`src/rtl/crt_pkg.sv`:
```
package crt_pkg;
  parameter int CHAR_LG = 3;
  parameter int HREG_W  = 8;
  parameter int VACT_W  = 10;
  parameter int VBL_W   = 7;
  parameter int PW_W    = 7;
  parameter int ADDR_W  = 4;
  parameter int LANES   = 2;
  parameter int DEPTH_W = 3;

  localparam int HC_W = HREG_W + 1 + CHAR_LG;
  localparam int VC_W = VACT_W + 1;
  localparam int HX_W = HC_W + 2;
  localparam int VX_W = VC_W + 2;

  typedef struct packed {
    logic [HREG_W-1:0] hact_m1;
    logic [HREG_W-1:0] hbl_m1;
    logic [HREG_W-1:0] hss;
    logic              hpol;
    logic [PW_W-1:0]   hsw;
    logic [VACT_W-1:0] vact_m1;
    logic [VBL_W-1:0]  vbl_m1;
    logic [HREG_W-1:0] vss;
    logic              vpol;
    logic [PW_W-1:0]   vsw;
  } crt_timing_t;

  localparam crt_timing_t TIMING_RST = '{
    hact_m1: HREG_W'(79),
    hbl_m1:  HREG_W'(23),
    hss:     HREG_W'(2),
    hpol:    1'b0,
    hsw:     PW_W'(4),
    vact_m1: VACT_W'(479),
    vbl_m1:  VBL_W'(39),
    vss:     HREG_W'(8),
    vpol:    1'b0,
    vsw:     PW_W'(2)
  };

  localparam logic [DEPTH_W-1:0] DEPTH_RST = DEPTH_W'(5);

  localparam logic [ADDR_W-1:0] A_HACT   = ADDR_W'(4'h0);
  localparam logic [ADDR_W-1:0] A_HBL    = ADDR_W'(4'h2);
  localparam logic [ADDR_W-1:0] A_HSS    = ADDR_W'(4'h3);
  localparam logic [ADDR_W-1:0] A_HSW    = ADDR_W'(4'h4);
  localparam logic [ADDR_W-1:0] A_VACT_L = ADDR_W'(4'h6);
  localparam logic [ADDR_W-1:0] A_VACT_H = ADDR_W'(4'h7);
  localparam logic [ADDR_W-1:0] A_VBL    = ADDR_W'(4'h8);
  localparam logic [ADDR_W-1:0] A_VSS    = ADDR_W'(4'h9);
  localparam logic [ADDR_W-1:0] A_VSW    = ADDR_W'(4'hA);
  localparam logic [ADDR_W-1:0] A_LINE_L = ADDR_W'(4'hC);
  localparam logic [ADDR_W-1:0] A_LINE_H = ADDR_W'(4'hD);
  localparam logic [ADDR_W-1:0] A_DISP   = ADDR_W'(4'hE);
  localparam logic [ADDR_W-1:0] A_OSEL   = ADDR_W'(4'hF);

  localparam logic [7:0] OSEL_CRT = 8'd2;

  // cells-minus-one to pixel count
  function automatic logic [HX_W-1:0] cells_to_px(input logic [HREG_W-1:0] cm1);
    return (HX_W'(cm1) + HX_W'(1)) << CHAR_LG;
  endfunction
endpackage

```
`src/rtl/crt_rst_sync.sv`:
```
module crt_rst_sync (
  input  logic clk,
  input  logic rst_n,
  output logic rst_s
);
  logic [1:0] sh_q;

  always_ff @(posedge clk or negedge rst_n) begin
    if (!rst_n) sh_q <= 2'b00;
    else        sh_q <= {sh_q[0], 1'b1};
  end

  assign rst_s = sh_q[1];
endmodule

```
`src/rtl/crt_regs.sv`:
```
module crt_regs
  import crt_pkg::*;
(
  input  logic               clk,
  input  logic               rst_n,
  input  logic               wr_en,
  input  logic [ADDR_W-1:0]  wr_addr,
  input  logic [LANES-1:0]   wr_be,
  input  logic [LANES*8-1:0] wr_data,
  input  logic [ADDR_W-1:0]  rd_addr,
  input  logic [VC_W-1:0]    line_cnt,
  input  logic               vbl_flag,
  output logic [7:0]         rd_data,
  output crt_timing_t        pend,
  output logic [DEPTH_W-1:0] depth,
  output logic               blank,
  output logic               crt_on
);
  crt_timing_t        pend_q, pend_d;
  logic [DEPTH_W-1:0] depth_q, depth_d;
  logic               blank_q, blank_d;
  logic [7:0]         osel_q, osel_d;

  logic [ADDR_W-1:0]  lane_addr [LANES];
  logic [7:0]         lane_byte [LANES];
  logic [LANES-1:0]   lane_we;

  for (genvar g = 0; g < LANES; g++) begin : g_lane
    assign lane_addr[g] = wr_addr + ADDR_W'(g);
    assign lane_byte[g] = wr_data[g*8 +: 8];
    assign lane_we[g]   = wr_en & wr_be[g];
  end

  always_comb begin
    pend_d  = pend_q;
    depth_d = depth_q;
    blank_d = blank_q;
    osel_d  = osel_q;
    for (int ln = 0; ln < LANES; ln++) begin
      if (lane_we[ln]) begin
        case (lane_addr[ln])
          A_HACT:   pend_d.hact_m1 = lane_byte[ln];
          A_HBL:    pend_d.hbl_m1  = lane_byte[ln];
          A_HSS:    pend_d.hss     = lane_byte[ln];
          A_HSW:    {pend_d.hpol, pend_d.hsw} = lane_byte[ln];
          A_VACT_L: pend_d.vact_m1[7:0] = lane_byte[ln];
          A_VACT_H: pend_d.vact_m1[VACT_W-1:8] = lane_byte[ln][VACT_W-9:0];
          A_VBL:    pend_d.vbl_m1  = lane_byte[ln][VBL_W-1:0];
          A_VSS:    pend_d.vss     = lane_byte[ln];
          A_VSW:    {pend_d.vpol, pend_d.vsw} = lane_byte[ln];
          A_DISP: begin
            blank_d = lane_byte[ln][7];
            depth_d = lane_byte[ln][DEPTH_W-1:0];
          end
          A_OSEL:   osel_d = lane_byte[ln];
          default: ;
        endcase
      end
    end
  end

  always_ff @(posedge clk or negedge rst_n) begin
    if (!rst_n) begin
      pend_q  <= TIMING_RST;
      depth_q <= DEPTH_RST;
      blank_q <= 1'b0;
      osel_q  <= 8'd0;
    end else if (wr_en) begin
      pend_q  <= pend_d;
      depth_q <= depth_d;
      blank_q <= blank_d;
      osel_q  <= osel_d;
    end
  end

  always_comb begin
    case (rd_addr)
      A_HACT:   rd_data = pend_q.hact_m1;
      A_HBL:    rd_data = pend_q.hbl_m1;
      A_HSS:    rd_data = pend_q.hss;
      A_HSW:    rd_data = {pend_q.hpol, pend_q.hsw};
      A_VACT_L: rd_data = pend_q.vact_m1[7:0];
      A_VACT_H: rd_data = 8'(pend_q.vact_m1[VACT_W-1:8]);
      A_VBL:    rd_data = {vbl_flag, pend_q.vbl_m1};
      A_VSS:    rd_data = pend_q.vss;
      A_VSW:    rd_data = {pend_q.vpol, pend_q.vsw};
      A_LINE_L: rd_data = line_cnt[7:0];
      A_LINE_H: rd_data = 8'(line_cnt[VC_W-1:8]);
      A_DISP:   rd_data = {blank_q, (7-DEPTH_W)'(0), depth_q};
      A_OSEL:   rd_data = osel_q;
      default:  rd_data = 8'd0;
    endcase
  end

  assign pend   = pend_q;
  assign depth  = depth_q;
  assign blank  = blank_q;
  assign crt_on = (osel_q == OSEL_CRT);
endmodule

```
`src/rtl/crt_scan.sv`:
```
module crt_scan
  import crt_pkg::*;
(
  input  logic            clk,
  input  logic            rst_n,
  input  logic            crt_on,
  input  crt_timing_t     pend,
  output crt_timing_t     live,
  output logic [HC_W-1:0] hc,
  output logic [VC_W-1:0] vc,
  output logic            vbl_flag
);
  crt_timing_t     live_q;
  logic [HC_W-1:0] hc_q, hc_d;
  logic [VC_W-1:0] vc_q, vc_d;
  logic [HX_W-1:0] htot;
  logic [VX_W-1:0] vact_n, vtot;
  logic            h_last, v_last, live_ld;

  assign htot   = cells_to_px(live_q.hact_m1) + cells_to_px(live_q.hbl_m1);
  assign vact_n = VX_W'(live_q.vact_m1) + VX_W'(1);
  assign vtot   = vact_n + VX_W'(live_q.vbl_m1) + VX_W'(1);
  assign h_last = (HX_W'(hc_q) == htot - HX_W'(1));
  assign v_last = (VX_W'(vc_q) == vtot - VX_W'(1));

  always_comb begin
    hc_d    = hc_q;
    vc_d    = vc_q;
    live_ld = 1'b0;
    if (!crt_on) begin
      hc_d    = '0;
      vc_d    = '0;
      live_ld = 1'b1;
    end else if (h_last) begin
      hc_d = '0;
      if (v_last) begin
        vc_d    = '0;
        live_ld = 1'b1;
      end else begin
        vc_d = vc_q + VC_W'(1);
      end
    end else begin
      hc_d = hc_q + HC_W'(1);
    end
  end

  always_ff @(posedge clk or negedge rst_n) begin
    if (!rst_n) begin
      hc_q <= '0;
      vc_q <= '0;
    end else begin
      hc_q <= hc_d;
      vc_q <= vc_d;
    end
  end

  always_ff @(posedge clk or negedge rst_n) begin
    if (!rst_n)       live_q <= TIMING_RST;
    else if (live_ld) live_q <= pend;
  end

  assign live     = live_q;
  assign hc       = hc_q;
  assign vc       = vc_q;
  assign vbl_flag = (VX_W'(vc_q) >= vact_n);
endmodule

```
`src/rtl/crt_sync_out.sv`:
```
module crt_sync_out
  import crt_pkg::*;
(
  input  logic [HREG_W-1:0] hact_m1,
  input  logic [HREG_W-1:0] hss,
  input  logic              hpol,
  input  logic [PW_W-1:0]   hsw,
  input  logic [VACT_W-1:0] vact_m1,
  input  logic [HREG_W-1:0] vss,
  input  logic              vpol,
  input  logic [PW_W-1:0]   vsw,
  input  logic [HC_W-1:0]   hc,
  input  logic [VC_W-1:0]   vc,
  input  logic              crt_on,
  input  logic              blank,
  output logic              hsync,
  output logic              vsync,
  output logic              de
);
  logic [HX_W-1:0] hact_px, hs_beg, hs_end, hcx;
  logic [VX_W-1:0] vact_n, vs_beg, vs_end, vcx;
  logic            h_in, v_in;

  assign hcx     = HX_W'(hc);
  assign vcx     = VX_W'(vc);
  assign hact_px = cells_to_px(hact_m1);
  assign hs_beg  = hact_px + (HX_W'(hss) << CHAR_LG);
  assign hs_end  = hs_beg + (HX_W'(hsw) << CHAR_LG);
  assign vact_n  = VX_W'(vact_m1) + VX_W'(1);
  assign vs_beg  = vact_n + VX_W'(vss);
  assign vs_end  = vs_beg + VX_W'(vsw);

  assign h_in = crt_on && (hcx >= hs_beg) && (hcx < hs_end);
  assign v_in = crt_on && (vcx >= vs_beg) && (vcx < vs_end);

  assign hsync = h_in ? hpol : ~hpol;
  assign vsync = v_in ? vpol : ~vpol;
  assign de    = crt_on && !blank && (hcx < hact_px) && (vcx < vact_n);
endmodule

```
`src/rtl/crt_timing_gen.sv`:
```
module crt_timing_gen
  import crt_pkg::*;
(
  input  logic               clk,
  input  logic               rst_n,
  input  logic               wr_en,
  input  logic [ADDR_W-1:0]  wr_addr,
  input  logic [LANES-1:0]   wr_be,
  input  logic [LANES*8-1:0] wr_data,
  input  logic [ADDR_W-1:0]  rd_addr,
  output logic [7:0]         rd_data,
  output logic               hsync,
  output logic               vsync,
  output logic               de,
  output logic [HC_W-1:0]    pix_x,
  output logic [VC_W-1:0]    pix_y,
  output logic [DEPTH_W-1:0] px_depth,
  output logic               px_blank
);
  logic        rst_s;
  crt_timing_t pend, live;
  logic        crt_on, vbl_flag;
  logic [HC_W-1:0] hc;
  logic [VC_W-1:0] vc;

  crt_rst_sync u_rst (
    .clk   (clk),
    .rst_n (rst_n),
    .rst_s (rst_s)
  );

  crt_regs u_regs (
    .clk      (clk),
    .rst_n    (rst_s),
    .wr_en    (wr_en),
    .wr_addr  (wr_addr),
    .wr_be    (wr_be),
    .wr_data  (wr_data),
    .rd_addr  (rd_addr),
    .line_cnt (vc),
    .vbl_flag (vbl_flag),
    .rd_data  (rd_data),
    .pend     (pend),
    .depth    (px_depth),
    .blank    (px_blank),
    .crt_on   (crt_on)
  );

  crt_scan u_scan (
    .clk      (clk),
    .rst_n    (rst_s),
    .crt_on   (crt_on),
    .pend     (pend),
    .live     (live),
    .hc       (hc),
    .vc       (vc),
    .vbl_flag (vbl_flag)
  );

  crt_sync_out u_sync (
    .hact_m1 (live.hact_m1),
    .hss     (live.hss),
    .hpol    (live.hpol),
    .hsw     (live.hsw),
    .vact_m1 (live.vact_m1),
    .vss     (live.vss),
    .vpol    (live.vpol),
    .vsw     (live.vsw),
    .hc      (hc),
    .vc      (vc),
    .crt_on  (crt_on),
    .blank   (px_blank),
    .hsync   (hsync),
    .vsync   (vsync),
    .de      (de)
  );

  assign pix_x = hc;
  assign pix_y = vc;
endmodule

```
`config.mk`:
```
export PLATFORM = sky130hd
export DESIGN_NAME = crt_timing_gen
export DESIGN_NICKNAME = d
export VERILOG_FILES = /design/src/rtl/crt_pkg.sv /design/src/rtl/crt_rst_sync.sv /design/src/rtl/crt_regs.sv /design/src/rtl/crt_scan.sv /design/src/rtl/crt_sync_out.sv /design/src/rtl/crt_timing_gen.sv
export SDC_FILE = /design/constraint.sdc
export NUM_CORES = 1
export LEC_CHECK = 0
export BUFFER_PORTS_ARGS = -buffer_cell sky130_fd_sc_hd__buf_2
export CAP_MARGIN = 30
export CORE_UTILIZATION = 30
export CTS_CLUSTER_DIAMETER = 50
export DETAILED_ROUTE_END_ITERATION = 6
export PLACE_DENSITY_LB_ADDON = 0.08
export SETUP_SLACK_MARGIN = 0.4
export SYNTH_ARGS = -nofsm -noshare
export SYNTH_HDL_FRONTEND = slang
export SYNTH_SLANG_ARGS = --single-unit
```
`constraint.sdc`:
```
create_clock -name clk -period 14.46 [get_ports clk]
set_input_delay 2.892 -clock clk [delete_from_list [all_inputs] [get_ports clk]]
set_output_delay 2.892 -clock clk [all_outputs]
set_load 0.1 [all_outputs]
```
==> run_summary.xml, run 1 <==
<?xml version="1.0" encoding="UTF-8"?>
<metrics>
  <group name="outcome">
    <metric name="run_status" unit="">complete, no violations</metric>
  </group>
  <group name="grt">
    <metric name="grt_pass1_wl" unit="um">62500</metric>
    <metric name="globalRouteMet2Util" unit="%">31.0</metric>
    <metric name="use_met3" unit="%">3.25</metric>
    <metric name="busiest_layer" unit="">met2</metric>
    <metric name="global_route.overflow_total" unit="">0</metric>
    <metric name="first_global_vias" unit="">9679</metric>
    <metric name="met1_track_demand_over_resource" unit="%">29.6</metric>
    <metric name="grt_antenna_before_repair" unit="">0</metric>
    <metric name="grt_start_max_net_pins" unit="">72</metric>
    <metric name="overall_fraction_of_global_route_tracks_in_use" unit="%">20.4</metric>
  </group>
  <group name="routing">
    <metric name="wl_per_cell" unit="um">21.7</metric>
    <metric name="via_count" unit="">9818</metric>
    <metric name="route.detailed.drc" unit="">0</metric>
    <metric name="drt_iter0_markers" unit="">711</metric>
    <metric name="drt_first_pass_iters" unit="">6</metric>
    <metric name="viasPerCell" unit="">5.17</metric>
    <metric name="drt.antenna.violating_nets" unit="">0</metric>
    <metric name="routed_wirelength" unit="um">41300</metric>
  </group>
  <group name="yosys">
    <metric name="yosys.cell_types.count" unit="">78</metric>
    <metric name="synth-main-ff-cell" unit="">dfrtp_1</metric>
    <metric name="synthMuxAreaShare" unit="%">8.97</metric>
    <metric name="synth.top_cells.by_area" unit="">dfrtp_1 (23%), ha_1 (12%), dfstp_2 (11%)</metric>
    <metric name="synth.cell_area" unit="um2">12300</metric>
    <metric name="synth.most_common_cell" unit="">nor2_1</metric>
    <metric name="synth-seq-cells" unit="">167</metric>
    <metric name="synth.yosys.seq_area_share" unit="%">34.6</metric>
    <metric name="yosysTopAreaCell" unit="">dfrtp_1</metric>
    <metric name="synth_top_cell_area_share" unit="%">23.5</metric>
    <metric name="main_combinational_cell_family_by_area_after_synthesis" unit="">simple AND/OR/NAND/NOR gates</metric>
    <metric name="synth-edff-count" unit="">0</metric>
    <metric name="synthSimpleGateAreaFrac" unit="%">16.7</metric>
    <metric name="most_used_standard_cells_in_the_synthesized_netlist" unit="">nor2_1 (228), ha_1 (119), dfrtp_1 (115), o22ai_1 (79), nand2_1 (73)</metric>
    <metric name="synthesis.instances" unit="">1324</metric>
    <metric name="area_share_of_fa_ha_maj_cells_after_synthesis" unit="%">13.1</metric>
    <metric name="proportion_of_synthesized_flip_flops_having_asynchronous_set_or_reset" unit="%">100</metric>
    <metric name="post_synth.cell_area_avg" unit="um2">9.27</metric>
    <metric name="synthXorXnorAreaFrac" unit="%">6.85</metric>
    <metric name="synth.yosys.warnings" unit="">0</metric>
    <metric name="total_nets_after_synthesis" unit="">1478</metric>
    <metric name="compound_gate_fraction_of_synth_area" unit="%">15.0</metric>
  </group>
  <group name="floorplan">
    <metric name="initial_core_util" unit="%">30.7</metric>
    <metric name="dieHeight" unit="um">204</metric>
    <metric name="io_pins" unit="">67</metric>
    <metric name="die_area" unit="um2">41700</metric>
    <metric name="core_area" unit="um2">40000</metric>
    <metric name="rows" unit="">73</metric>
    <metric name="dieWidth" unit="um">204</metric>
  </group>
  <group name="finish">
    <metric name="multiInputGateArea" unit="um2">7450</metric>
    <metric name="layoutNonFillerInstCount" unit="">1899</metric>
    <metric name="layout-drive-gt1-share" unit="%">17.7</metric>
    <metric name="fin_nets" unit="">1515</metric>
    <metric name="filler_cell_count" unit="">4174</metric>
    <metric name="layout_overhead_on_the_synthesized_area" unit="%">11.0</metric>
    <metric name="antenna_cells" unit="">0</metric>
    <metric name="final_util" unit="%">34.0</metric>
    <metric name="sequential_cell_area" unit="um2">4250</metric>
    <metric name="layout.cell_area.non_filler" unit="um2">13600</metric>
  </group>
  <group name="sta">
    <metric name="max_slew.worst_pin.slew" unit="ns">0.840</metric>
    <metric name="period_minus_slack" unit="ns">8.61</metric>
    <metric name="period_share" unit="%">59.5</metric>
    <metric name="setup_total_negative_slack" unit="ns">0</metric>
    <metric name="worst_hold_slack" unit="ns">0.350</metric>
    <metric name="fmaxAchievable" unit="MHz">116</metric>
    <metric name="maxSlewHeadroom" unit="%">43.8</metric>
    <metric name="final_max_slew_viol_count" unit="">0</metric>
    <metric name="fin_ws" unit="ns">5.85</metric>
    <metric name="setup_violations" unit="">0</metric>
    <metric name="rsz_0062_raised_after_global_routing" unit="">false</metric>
    <metric name="report.final.hold_viol_count" unit="">0</metric>
    <metric name="finClkSkew" unit="ns">0.0121</metric>
  </group>
  <group name="placed_design">
    <metric name="dp_worst_slack" unit="ns">6.33</metric>
    <metric name="io_buffers" unit="">66</metric>
    <metric name="estimated_wirelength_of_the_detail_placed_design" unit="um">30900</metric>
    <metric name="place_congestion" unit="">0.903</metric>
    <metric name="placed_cells_incl_taps" unit="">1866</metric>
    <metric name="postPlaceCellArea" unit="um2">13000</metric>
  </group>
  <group name="pwr">
    <metric name="power.total" unit="mW">2.90</metric>
    <metric name="pwr_density_cell" unit="nW/um2">213</metric>
    <metric name="leakagePower" unit="nW">6.15</metric>
    <metric name="power.ir.vdd_worst" unit="V">0.0000892</metric>
  </group>
  <group name="critical_path">
    <metric name="cell_by_cell_listing_of_the_critical_path" unit="">ha_1, xor2_1, ha_1, a21oi_1, o21bai_1, a21oi_1, xnor2_1, ha_1, a21o_1, a31oi_1, nor2b_1, o21ai_0, xnor2_1, ha_1, a211o_1, a41oi_1, o21bai_1, a221oi_1, xnor2_1, buf_2</metric>
    <metric name="critPathBufInv" unit="">1</metric>
    <metric name="timing.critical_path.fanout_max" unit="">6</metric>
    <metric name="worstSetupPathType" unit="">reg -&gt; out</metric>
    <metric name="critical_path_arrival" unit="ns">5.71</metric>
    <metric name="cpPeakStageDelay" unit="ns">0.58</metric>
    <metric name="start_kind" unit="">flip-flop</metric>
    <metric name="cp_delay_by_family_top" unit="">compound AO/OA/AOI/OAI gates</metric>
    <metric name="crit_path_end_kind" unit="">output port</metric>
    <metric name="worstPathRequired" unit="ns">11.57</metric>
    <metric name="crit_path_frequent_cell" unit="">ha_1</metric>
    <metric name="slowest_stage" unit="">dfstp_2</metric>
  </group>
  <group name="clock_network">
    <metric name="tritoncts" unit="">done</metric>
    <metric name="cts_buf_count" unit="">17</metric>
    <metric name="root_cell_of_the_clock_tree" unit="">clkbuf_16</metric>
    <metric name="clkSinkCount" unit="">167</metric>
    <metric name="h-tree-depth" unit="">4</metric>
    <metric name="worst_skew_pair.late_latency" unit="ns">0.45</metric>
    <metric name="postCtsHoldBufs" unit="">0</metric>
    <metric name="ctsResizeCount" unit="">0</metric>
    <metric name="clk_pin_slew_worst_paths" unit="ns">0.07</metric>
    <metric name="clock_tree.buffer_depth" unit="">2</metric>
    <metric name="post_cts.repair.setup_buffers" unit="">0</metric>
  </group>
  <group name="min_path">
    <metric name="worstHoldPathType" unit="">reg -&gt; reg</metric>
  </group>
  <group name="run">
    <metric name="drv.max_cap_violation_count" unit="">0</metric>
  </group>
</metrics>
[worst reg2reg max path: stages (launching register included)]
cell,delay (ns)
dfstp_2,0.58
ha_1,0.27
nand2_1,0.13
nor2_1,0.14
xor2_1,0.47
ha_1,0.37
a21oi_1,0.23
inv_1,0.09
o31ai_1,0.57
nor2_1,0.12
or3b_1,0.37
a31oi_1,0.18
o211ai_2,0.16
o21bai_4,0.32
buf_4,0.52
buf_4,0.60
mux2_1,0.40
[sequential cells by signal (all words and copies together) (netlist names)]
name / cells
u_regs.blank: 1
u_regs.depth: 3
u_regs.osel_q: 8
u_regs.pend: 65
u_rst.sh_q: 2
u_scan.hc: 12
u_scan.live: 65
u_scan.vc: 11
[layout by cell type, fill, tap and decap left out, types with 9 or more instances in the layout]
cell       count
a22oi_1       16
o21bai_1      10
a31oi_1        9
mux2_4        50
nor3_1        21
clkbuf_16     17
a21o_1        14
o21a_1        18
xnor2_1       59
a21oi_1       44
xor2_1        37
dfrtp_1      114
o21ai_0       46
buf_2         66
dfstp_2       52
nand2b_1      11
mux2_2        21
nor2_1       228
ha_1         119
nor2b_1       15
o22ai_1       79
nand4_1       14
nand2_1       73
and3_1         9
nand3_1       34
inv_1         72
[path summary, 6_finish.rpt]
path                       slack [ns]                        start                          end  cells past startpoint
setup / recovery                 5.85  u_scan.live[23]$_DFFE_PN1P_                        vsync                     20
hold / removal                   0.35      u_rst.sh_q[0]$_DFF_PN0_      u_rst.sh_q[1]$_DFF_PN0_                      0
setup reg to reg                 8.84  u_scan.live[23]$_DFFE_PN1P_   u_scan.live[6]$_DFFE_PN0P_                     16
hold reg to reg                  0.35      u_rst.sh_q[0]$_DFF_PN0_      u_rst.sh_q[1]$_DFF_PN0_                      0
max in group asynchronous       12.14                        rst_n      u_rst.sh_q[1]$_DFF_PN0_                      1
min in group asynchronous        0.36      u_rst.sh_q[1]$_DFF_PN0_  u_regs.pend[44]$_DFFE_PN0P_                      0
[per-layer routing]
metal,share of wire [%],vias to the layer above
met2,44,242
met3,4.5,44
li1,-,4802
met4,2.0,0
met1,49,4730
met5,0,-
[power by group]
group	leakage (nW)	total, mW	internal, mW	switching, mW
sequential	1.92	0.776	0.613	0.164
combinational	3.95	1.66	0.719	0.937
clock	0.280	0.472	0.246	0.226
total	6.15	2.90	1.58	1.33
[cell families (layout without fill, tap and decap cells)]
| group | Yosys count | count (layout) |
|---|---|---|
| simple gates | 446 | 446 |
| compound gates | 281 | 281 |
| flops | 167 | 167 |
| buf+inv | 127 | 177 |
| fa+ha+maj | 125 | 125 |
| xor+xnor | 96 | 96 |
| mux | 81 | 81 |
| other cells | 1 | 1 |
[area by class of cell]
cell class	count	share of cell area [%]
Tap cell	525	4.82
Sequential cell	167	31.2
Multi-Input combinational cell	1030	54.7
Timing Repair Buffer	73	2.96
Clock buffer	18	3.15
Clock inverter	14	1.18
Inverter	72	1.98
Power figures use the tool's default switching activity.
==> inputs of run 2 (changes only) <==
==> constraint.sdc (replaced) <==
create_clock -name clk -period 6.89 [get_ports clk]
set_input_delay 1.378 -clock clk [delete_from_list [all_inputs] [get_ports clk]]
set_output_delay 1.378 -clock clk [all_outputs]
set_load 0.1 [all_outputs]
==> run_summary.xml, run 2 (same netlist as run 1, synthesis figures left out) <==
<?xml version="1.0" encoding="UTF-8"?>
<metrics>
  <group name="critical_path">
    <metric name="timing.critical_path.fanout_max" unit="">5</metric>
    <metric name="slowest_stage" unit="">dfstp_2</metric>
    <metric name="critical_path_arrival" unit="ns">5.02</metric>
    <metric name="start_kind" unit="">flip-flop</metric>
    <metric name="crit-reg2reg-launch" unit="">u_scan.live[57]$_DFFE_PN1P_</metric>
    <metric name="setup.reg_to_reg.worst_slack" unit="ns">1.89</metric>
    <metric name="worstSetupPathType" unit="">reg -&gt; out</metric>
    <metric name="first_element_of_the_critical_path" unit="">u_scan.live[23]$_DFFE_PN1P_</metric>
    <metric name="setup.worst_path.end" unit="">vsync</metric>
    <metric name="path_depth" unit="">20</metric>
    <metric name="crit_path_end_kind" unit="">output port</metric>
    <metric name="rr_endpoint" unit="">u_scan.live[10]$_DFFE_PN0P_</metric>
    <metric name="cell_by_cell_listing_of_the_critical_path" unit="">ha_4, buf_4, fa_2, a21o_1, nand2_1, a21oi_2, nor2_1, xnor2_1, ha_1, buf_4, nor2b_1, o21ai_2, xnor2_1, ha_1, a211o_1, a41oi_2, o21bai_1, a221oi_2, xnor2_2, buf_12</metric>
    <metric name="cp_delay_by_family_top" unit="">compound AO/OA/AOI/OAI gates</metric>
    <metric name="worstPathRequired" unit="ns">5.51</metric>
    <metric name="cpPeakStageDelay" unit="ns">0.62</metric>
    <metric name="critPathBufInv" unit="">3</metric>
    <metric name="r2r_cells" unit="">16</metric>
  </group>
  <group name="clock_network">
    <metric name="postCtsHoldBufs" unit="">0</metric>
    <metric name="clkSinkCount" unit="">167</metric>
    <metric name="cts_buf_count" unit="">17</metric>
    <metric name="worst_skew_pair.late_latency" unit="ns">0.46</metric>
    <metric name="root_cell_of_the_clock_tree" unit="">clkbuf_16</metric>
    <metric name="h-tree-depth" unit="">4</metric>
    <metric name="tritoncts" unit="">done</metric>
    <metric name="clk_pin_slew_worst_paths" unit="ns">0.08</metric>
    <metric name="clock_tree.buffer_depth" unit="">2</metric>
  </group>
  <group name="floorplan">
    <metric name="initial_core_util" unit="%">30.7</metric>
    <metric name="io_pins" unit="">67</metric>
    <metric name="die_area" unit="um2">41700</metric>
    <metric name="core_area" unit="um2">40000</metric>
    <metric name="dieHeight" unit="um">204</metric>
    <metric name="dieWidth" unit="um">204</metric>
    <metric name="rows" unit="">73</metric>
  </group>
  <group name="grt">
    <metric name="grt_antenna_before_repair" unit="">0</metric>
    <metric name="overall_fraction_of_global_route_tracks_in_use" unit="%">20.2</metric>
    <metric name="first_global_vias" unit="">9686</metric>
    <metric name="global_route.overflow_total" unit="">0</metric>
    <metric name="grt_pass1_wl" unit="um">62300</metric>
    <metric name="grt_start_max_net_pins" unit="">66</metric>
  </group>
  <group name="sta">
    <metric name="setup_violations" unit="">0</metric>
    <metric name="final_max_slew_viol_count" unit="">0</metric>
    <metric name="period_share" unit="%">92.8</metric>
    <metric name="fmaxAchievable" unit="MHz">156</metric>
    <metric name="setup_total_negative_slack" unit="ns">0</metric>
    <metric name="finClkSkew" unit="ns">0.0207</metric>
    <metric name="report.final.hold_viol_count" unit="">0</metric>
    <metric name="rsz_0062_raised_after_global_routing" unit="">true</metric>
    <metric name="period_minus_slack" unit="ns">6.39</metric>
    <metric name="maxSlewHeadroom" unit="%">42.5</metric>
    <metric name="worst_hold_slack" unit="ns">0.355</metric>
    <metric name="max_slew.worst_pin.slew" unit="ns">0.863</metric>
  </group>
  <group name="pwr">
    <metric name="power.total" unit="mW">6.39</metric>
    <metric name="p_seq_share" unit="%">25.6</metric>
    <metric name="leakagePower" unit="nW">6.26</metric>
    <metric name="net_switching_power_of_the_design" unit="mW">2.88</metric>
    <metric name="p_clk_share" unit="%">15.7</metric>
    <metric name="sw_frac_of_total" unit="%">45.0</metric>
    <metric name="power.ir.vdd_worst" unit="V">0.000195</metric>
    <metric name="pwr_density_cell" unit="nW/um2">458</metric>
    <metric name="logic_pwr_share" unit="%">58.8</metric>
    <metric name="internal-power" unit="mW">3.51</metric>
  </group>
  <group name="routing">
    <metric name="drt.antenna.violating_nets" unit="">0</metric>
    <metric name="drt_iter0_markers" unit="">608</metric>
    <metric name="via_count" unit="">9866</metric>
    <metric name="routed_wirelength" unit="um">41000</metric>
    <metric name="wl_per_cell" unit="um">21.4</metric>
    <metric name="viasPerCell" unit="">5.15</metric>
    <metric name="drt_first_pass_iters" unit="">5</metric>
    <metric name="route.detailed.drc" unit="">0</metric>
  </group>
  <group name="placed_design">
    <metric name="io_buffers" unit="">66</metric>
    <metric name="placed_cells_incl_taps" unit="">1867</metric>
    <metric name="place_congestion" unit="">0.858</metric>
    <metric name="estimated_wirelength_of_the_detail_placed_design" unit="um">30900</metric>
  </group>
  <group name="min_path">
    <metric name="worstHoldPathType" unit="">reg -&gt; reg</metric>
  </group>
  <group name="finish">
    <metric name="fin_nets" unit="">1529</metric>
    <metric name="most_frequent_standard_cell_in_the_layout_excluding_fill_and_tap_cells" unit="">nor2_1</metric>
    <metric name="layout-drive-gt1-share" unit="%">20.8</metric>
    <metric name="layoutNonFillerInstCount" unit="">1914</metric>
    <metric name="layout_overhead_on_the_synthesized_area" unit="%">13.7</metric>
    <metric name="final_cell_mix" unit="">nor2_1 (227), ha_1 (114), dfrtp_1 (114)</metric>
  </group>
  <group name="outcome">
    <metric name="run_status" unit="">complete, no violations</metric>
  </group>
  <group name="run">
    <metric name="drv.max_cap_violation_count" unit="">0</metric>
  </group>
</metrics>
run 2: power groups by stage:
stage | Clock (mW) | Sequential (mW) | Combinational (mW)
floorplan | 0 | 1.51 | 2.75
global placement | 0 | 1.65 | 3.44
detailed placement | 0 | 1.65 | 3.46
CTS | 1.03 | 1.63 | 3.51
global route | 1.06 | 1.67 | 4.26
finish | 1.00 | 1.63 | 3.76
run 2: final cells by class:
class                   instances  area [um2]
fillers                      4224       26100
multi-input cells            1030        7660
flip-flops and latches        167        4250
well taps                     525         657
repair buffers                 87         507
clock buffers                  18         439
inverters                      72         270
clock inverters                14         159
diodes                          1        2.50
run 2: worst reg2reg max path, stage by stage (launching register included):
cell and delay, ns:
dfstp_2 0.58, ha_2 0.22, nand3_1 0.11, nor2_1 0.19, xor2_1 0.23, inv_1 0.11, ha_1 0.29, inv_1 0.04
ha_1 0.24, or4_1 0.51, o21ai_0 0.13, a2bb2oi_1 0.19, nor2_1 0.10, or4_4 0.59, o21bai_4 0.40, buf_4 0.57
mux2_4 0.39
run 2: stage by stage:
step	instance area, um2	utilization (%)	setup WS, ns
after floorplan	12300	-	0.446
after global placement	13000	32.5	0.456
after detailed placement	13000	32.5	0.342
after CTS	13700	34.2	0.305
after global routing	13900	34.9	0.297
final	13900	34.9	0.496
run 2: what timing repair did:
| item | 4_1_cts | 5_1_grt |
|---|---|---|
| endpoints found under the setup margin | 2 | 2 |
| gates resized for setup | 9 | 30 |
| buffers inserted | 0 | 14 |
| cloned | 0 | 0 |
| pin swaps | 2 | 28 |
run 2: how the worst min path moves through the flow:
stage / startpoint / to / slack [ns] / cells after the start
final: u_rst.sh_q[0]$_DFF_PN0_ / u_rst.sh_q[1]$_DFF_PN0_ / 0.35 / 0
after global routing: u_rst.sh_q[0]$_DFF_PN0_ / u_rst.sh_q[1]$_DFF_PN0_ / 0.37 / 0
after CTS: u_rst.sh_q[0]$_DFF_PN0_ / u_rst.sh_q[1]$_DFF_PN0_ / 0.36 / 0
after detailed placement: u_rst.sh_q[0]$_DFF_PN0_ / u_rst.sh_q[1]$_DFF_PN0_ / 0.34 / 0
after global placement: u_rst.sh_q[0]$_DFF_PN0_ / u_rst.sh_q[1]$_DFF_PN0_ / 0.34 / 0
after floorplan: u_rst.sh_q[0]$_DFF_PN0_ / u_rst.sh_q[1]$_DFF_PN0_ / 0.33 / 0
run 2: per-layer routing:
metal  global-route usage [%]  up-vias  wire length [um]
li1                         -     4820                 -
met1                     29.4     4822             20800
met2                     31.4      195             18300
met3                     2.33       29              1300
met4                     5.44        0               636
met5                        0        -                 0
==> inputs of run 3 (changes only) <==
--- a/config.mk
+++ b/config.mk
@@ -8,6 +8,7 @@
 export BUFFER_PORTS_ARGS = -buffer_cell sky130_fd_sc_hd__buf_2
 export CAP_MARGIN = 30
 export CORE_UTILIZATION = 30
+export CTS_BUF_LIST = sky130_fd_sc_hd__clkbuf_4
 export CTS_CLUSTER_DIAMETER = 50
 export DETAILED_ROUTE_END_ITERATION = 6
 export PLACE_DENSITY_LB_ADDON = 0.08
==> run_summary.xml, run 3 (same netlist as run 1, synthesis figures left out) <==
<?xml version="1.0" encoding="UTF-8"?>
<metrics>
  <group name="finish">
    <metric name="fin_nets" unit="">1562</metric>
    <metric name="final_cell_mix" unit="">nor2_1 (226), dfrtp_1 (114), ha_1 (111)</metric>
    <metric name="filler_cell_count" unit="">4240</metric>
    <metric name="most_frequent_standard_cell_in_the_layout_excluding_fill_and_tap_cells" unit="">nor2_1</metric>
    <metric name="layout_overhead_on_the_synthesized_area" unit="%">14.2</metric>
    <metric name="layout.cell_area.non_filler" unit="um2">14000</metric>
    <metric name="layout-drive-gt1-share" unit="%">23.2</metric>
  </group>
  <group name="critical_path">
    <metric name="slowest_stage" unit="">dfstp_2</metric>
    <metric name="worstPathRequired" unit="ns">5.51</metric>
    <metric name="critical_path_arrival" unit="ns">5.08</metric>
    <metric name="cell_by_cell_listing_of_the_critical_path" unit="">buf_12, nand3_4, nor2_4, xor2_2, ha_1, buf_6, buf_6, xnor2_4, ha_4, a21o_1, a31oi_2, nor2b_1, o21ai_2, xnor2_1, ha_1, a211o_1, a41oi_2, o21bai_1, a221oi_2, xnor2_2, buf_12</metric>
    <metric name="crit_path_end_kind" unit="">output port</metric>
    <metric name="worstSetupPathType" unit="">reg -&gt; out</metric>
    <metric name="timing.critical_path.fanout_max" unit="">5</metric>
    <metric name="rr_endpoint" unit="">u_scan.live[15]$_DFFE_PN0P_</metric>
    <metric name="r2r_cells" unit="">21</metric>
    <metric name="start_kind" unit="">flip-flop</metric>
    <metric name="setup.reg_to_reg.worst_slack" unit="ns">1.58</metric>
    <metric name="cpPeakStageDelay" unit="ns">0.65</metric>
    <metric name="crit-reg2reg-launch" unit="">u_scan.live[23]$_DFFE_PN1P_</metric>
  </group>
  <group name="routing">
    <metric name="wl_per_cell" unit="um">21.2</metric>
    <metric name="met3_wirelength" unit="um">1230</metric>
    <metric name="drt_iter0_markers" unit="">662</metric>
    <metric name="routed_wirelength" unit="um">41400</metric>
    <metric name="m1WireLength" unit="um">21000</metric>
    <metric name="drt_first_pass_iters" unit="">5</metric>
    <metric name="route.detailed.drc" unit="">0</metric>
    <metric name="wl_met2" unit="um">18500</metric>
    <metric name="drt.antenna.violating_nets" unit="">0</metric>
    <metric name="top_layer_used" unit="">met4</metric>
    <metric name="via_count" unit="">10000</metric>
    <metric name="viasPerCell" unit="">5.15</metric>
  </group>
  <group name="sta">
    <metric name="max_slew.worst_pin.slew" unit="ns">0.860</metric>
    <metric name="finClkSkew" unit="ns">0.0314</metric>
    <metric name="worst_hold_slack" unit="ns">0.372</metric>
    <metric name="fmaxAchievable" unit="MHz">155</metric>
    <metric name="fin_ws" unit="ns">0.430</metric>
    <metric name="report.final.hold_viol_count" unit="">0</metric>
    <metric name="period_share" unit="%">93.8</metric>
    <metric name="setup_violations" unit="">0</metric>
    <metric name="final_max_slew_viol_count" unit="">0</metric>
    <metric name="rsz_0062_raised_after_global_routing" unit="">true</metric>
    <metric name="setup_total_negative_slack" unit="ns">0</metric>
    <metric name="maxSlewHeadroom" unit="%">42.7</metric>
    <metric name="period_minus_slack" unit="ns">6.46</metric>
  </group>
  <group name="grt">
    <metric name="grt_start_max_net_pins" unit="">66</metric>
    <metric name="global_route.overflow_total" unit="">0</metric>
    <metric name="overall_fraction_of_global_route_tracks_in_use" unit="%">20.3</metric>
    <metric name="grt_pass1_wl" unit="um">63000</metric>
    <metric name="first_global_vias" unit="">9914</metric>
    <metric name="grt_antenna_before_repair" unit="">1</metric>
  </group>
  <group name="floorplan">
    <metric name="io_pins" unit="">67</metric>
    <metric name="initial_core_util" unit="%">30.7</metric>
    <metric name="core_area" unit="um2">40000</metric>
    <metric name="dieWidth" unit="um">204</metric>
    <metric name="rows" unit="">73</metric>
    <metric name="die_area" unit="um2">41700</metric>
    <metric name="dieHeight" unit="um">204</metric>
  </group>
  <group name="placed_design">
    <metric name="io_buffers" unit="">66</metric>
    <metric name="estimated_wirelength_of_the_detail_placed_design" unit="um">30900</metric>
    <metric name="dp_worst_slack" unit="ns">0.342</metric>
    <metric name="postPlaceCellArea" unit="um2">13000</metric>
    <metric name="place_congestion" unit="">0.858</metric>
  </group>
  <group name="run">
    <metric name="drv.max_cap_violation_count" unit="">0</metric>
  </group>
  <group name="pwr">
    <metric name="power.ir.vdd_worst" unit="V">0.000232</metric>
    <metric name="leakagePower" unit="nW">6.31</metric>
    <metric name="pwr_density_cell" unit="nW/um2">460</metric>
  </group>
  <group name="clock_network">
    <metric name="postCtsHoldBufs" unit="">0</metric>
    <metric name="worst_skew_pair.late_latency" unit="ns">0.62</metric>
    <metric name="clock_tree.buffer_depth" unit="">2</metric>
    <metric name="clk_pin_slew_worst_paths" unit="ns">0.18</metric>
    <metric name="clkSinkCount" unit="">167</metric>
    <metric name="h-tree-depth" unit="">4</metric>
    <metric name="root_cell_of_the_clock_tree" unit="">clkbuf_4</metric>
    <metric name="cts_buf_count" unit="">17</metric>
    <metric name="tritoncts" unit="">done</metric>
  </group>
  <group name="min_path">
    <metric name="whs_endpoint" unit="">u_rst.sh_q[1]$_DFF_PN0_</metric>
    <metric name="holdCritStartpoint" unit="">u_rst.sh_q[0]$_DFF_PN0_</metric>
    <metric name="min_path_cells" unit="">0</metric>
    <metric name="worstHoldPathType" unit="">reg -&gt; reg</metric>
  </group>
  <group name="outcome">
    <metric name="run_status" unit="">complete, no violations</metric>
  </group>
</metrics>
run 3: cell types whose count changed in the layout (fill, tap and decap cells not counted), moves of 2 or more:
cell / previous run / this run
ha_4: 4 / 7
xnor2_1: 54 / 51
o21ai_0: 44 / 40
o21ai_1: 0 / 4
clkbuf_16: 17 / 0
xnor2_4: 0 / 2
buf_6: 1 / 3
buf_4: 20 / 50
nor3_2: 1 / 3
nor3_1: 21 / 19
clkbuf_4: 0 / 17
ha_1: 114 / 111
run 3: timing repair:
item	4_1_cts	5_1_grt
pin swaps	27	39
buffers inserted	37	10
resized for setup	34	23
endpoints found under the setup margin	2	2
cloned	0	0
run 3: critical path, delay by kind of cell (launching register included):
family                   cells  cell delay (ns)
buffers and inverters        4             0.57
XOR/XNOR                     4             0.71
flip-flops                   1             0.65
AO/OA/AOI/OAI                7             1.36
adder cells (fa/ha/maj)      3             0.78
AND/OR/NAND/NOR              3             0.36
run 3: worst max-delay path by stage:
stage	from	endpoint	slack, ns	depth (start not counted)
6_report	u_scan.live[23]$_DFFE_PN1P_	vsync	0.43	21
5_1_grt	u_scan.live[23]$_DFFE_PN1P_	vsync	0.16	21
4_1_cts	u_scan.live[23]$_DFFE_PN1P_	vsync	0.31	20
3_5_place_dp	u_scan.live[23]$_DFFE_PN1P_	vsync	0.34	20
3_3_place_gp	u_scan.live[23]$_DFFE_PN1P_	vsync	0.46	20
2_1_floorplan	u_scan.live[57]$_DFFE_PN1P_	hsync	0.45	16
run 3: routing by layer:
| metal | up-vias | track usage, % |
|---|---|---|
| met5 | - | 0 |
| met4 | 0 | 4.32 |
| met3 | 33 | 2.84 |
| met2 | 189 | 31.9 |
| met1 | 4934 | 29.3 |
| li1 | 4885 | - |
run 3: final cells by class:
type	instances	area [um2]	area share (%)
inverter	72	270	1.93
tap	525	657	4.69
clock inverter	15	163	1.16
timing repair buffer	120	774	5.53
multi-input combinational	1030	7760	55.4
sequential	167	4250	30.3
antenna	2	5.00	0.0357
clock buffer	17	128	0.911
run 3: where the power goes:
| group | switching [mW] | internal (mW) |
|---|---|---|
| clock network | 0.425 | 0.195 |
| registers | 0.356 | 1.28 |
| logic | 2.17 | 2.01 |
run 3: metrics by stage:
stage / utilization (%) / total power, mW / instances
2_1_floorplan: - / 4.26 / 1324
3_3_place_gp: 32.5 / 5.08 / 1866
3_5_place_dp: 32.5 / 5.11 / 1867
4_1_cts: 34.6 / 6.23 / 1936
5_1_grt: 35.0 / 7.05 / 1947
6_report: 35.0 / 6.44 / 1948
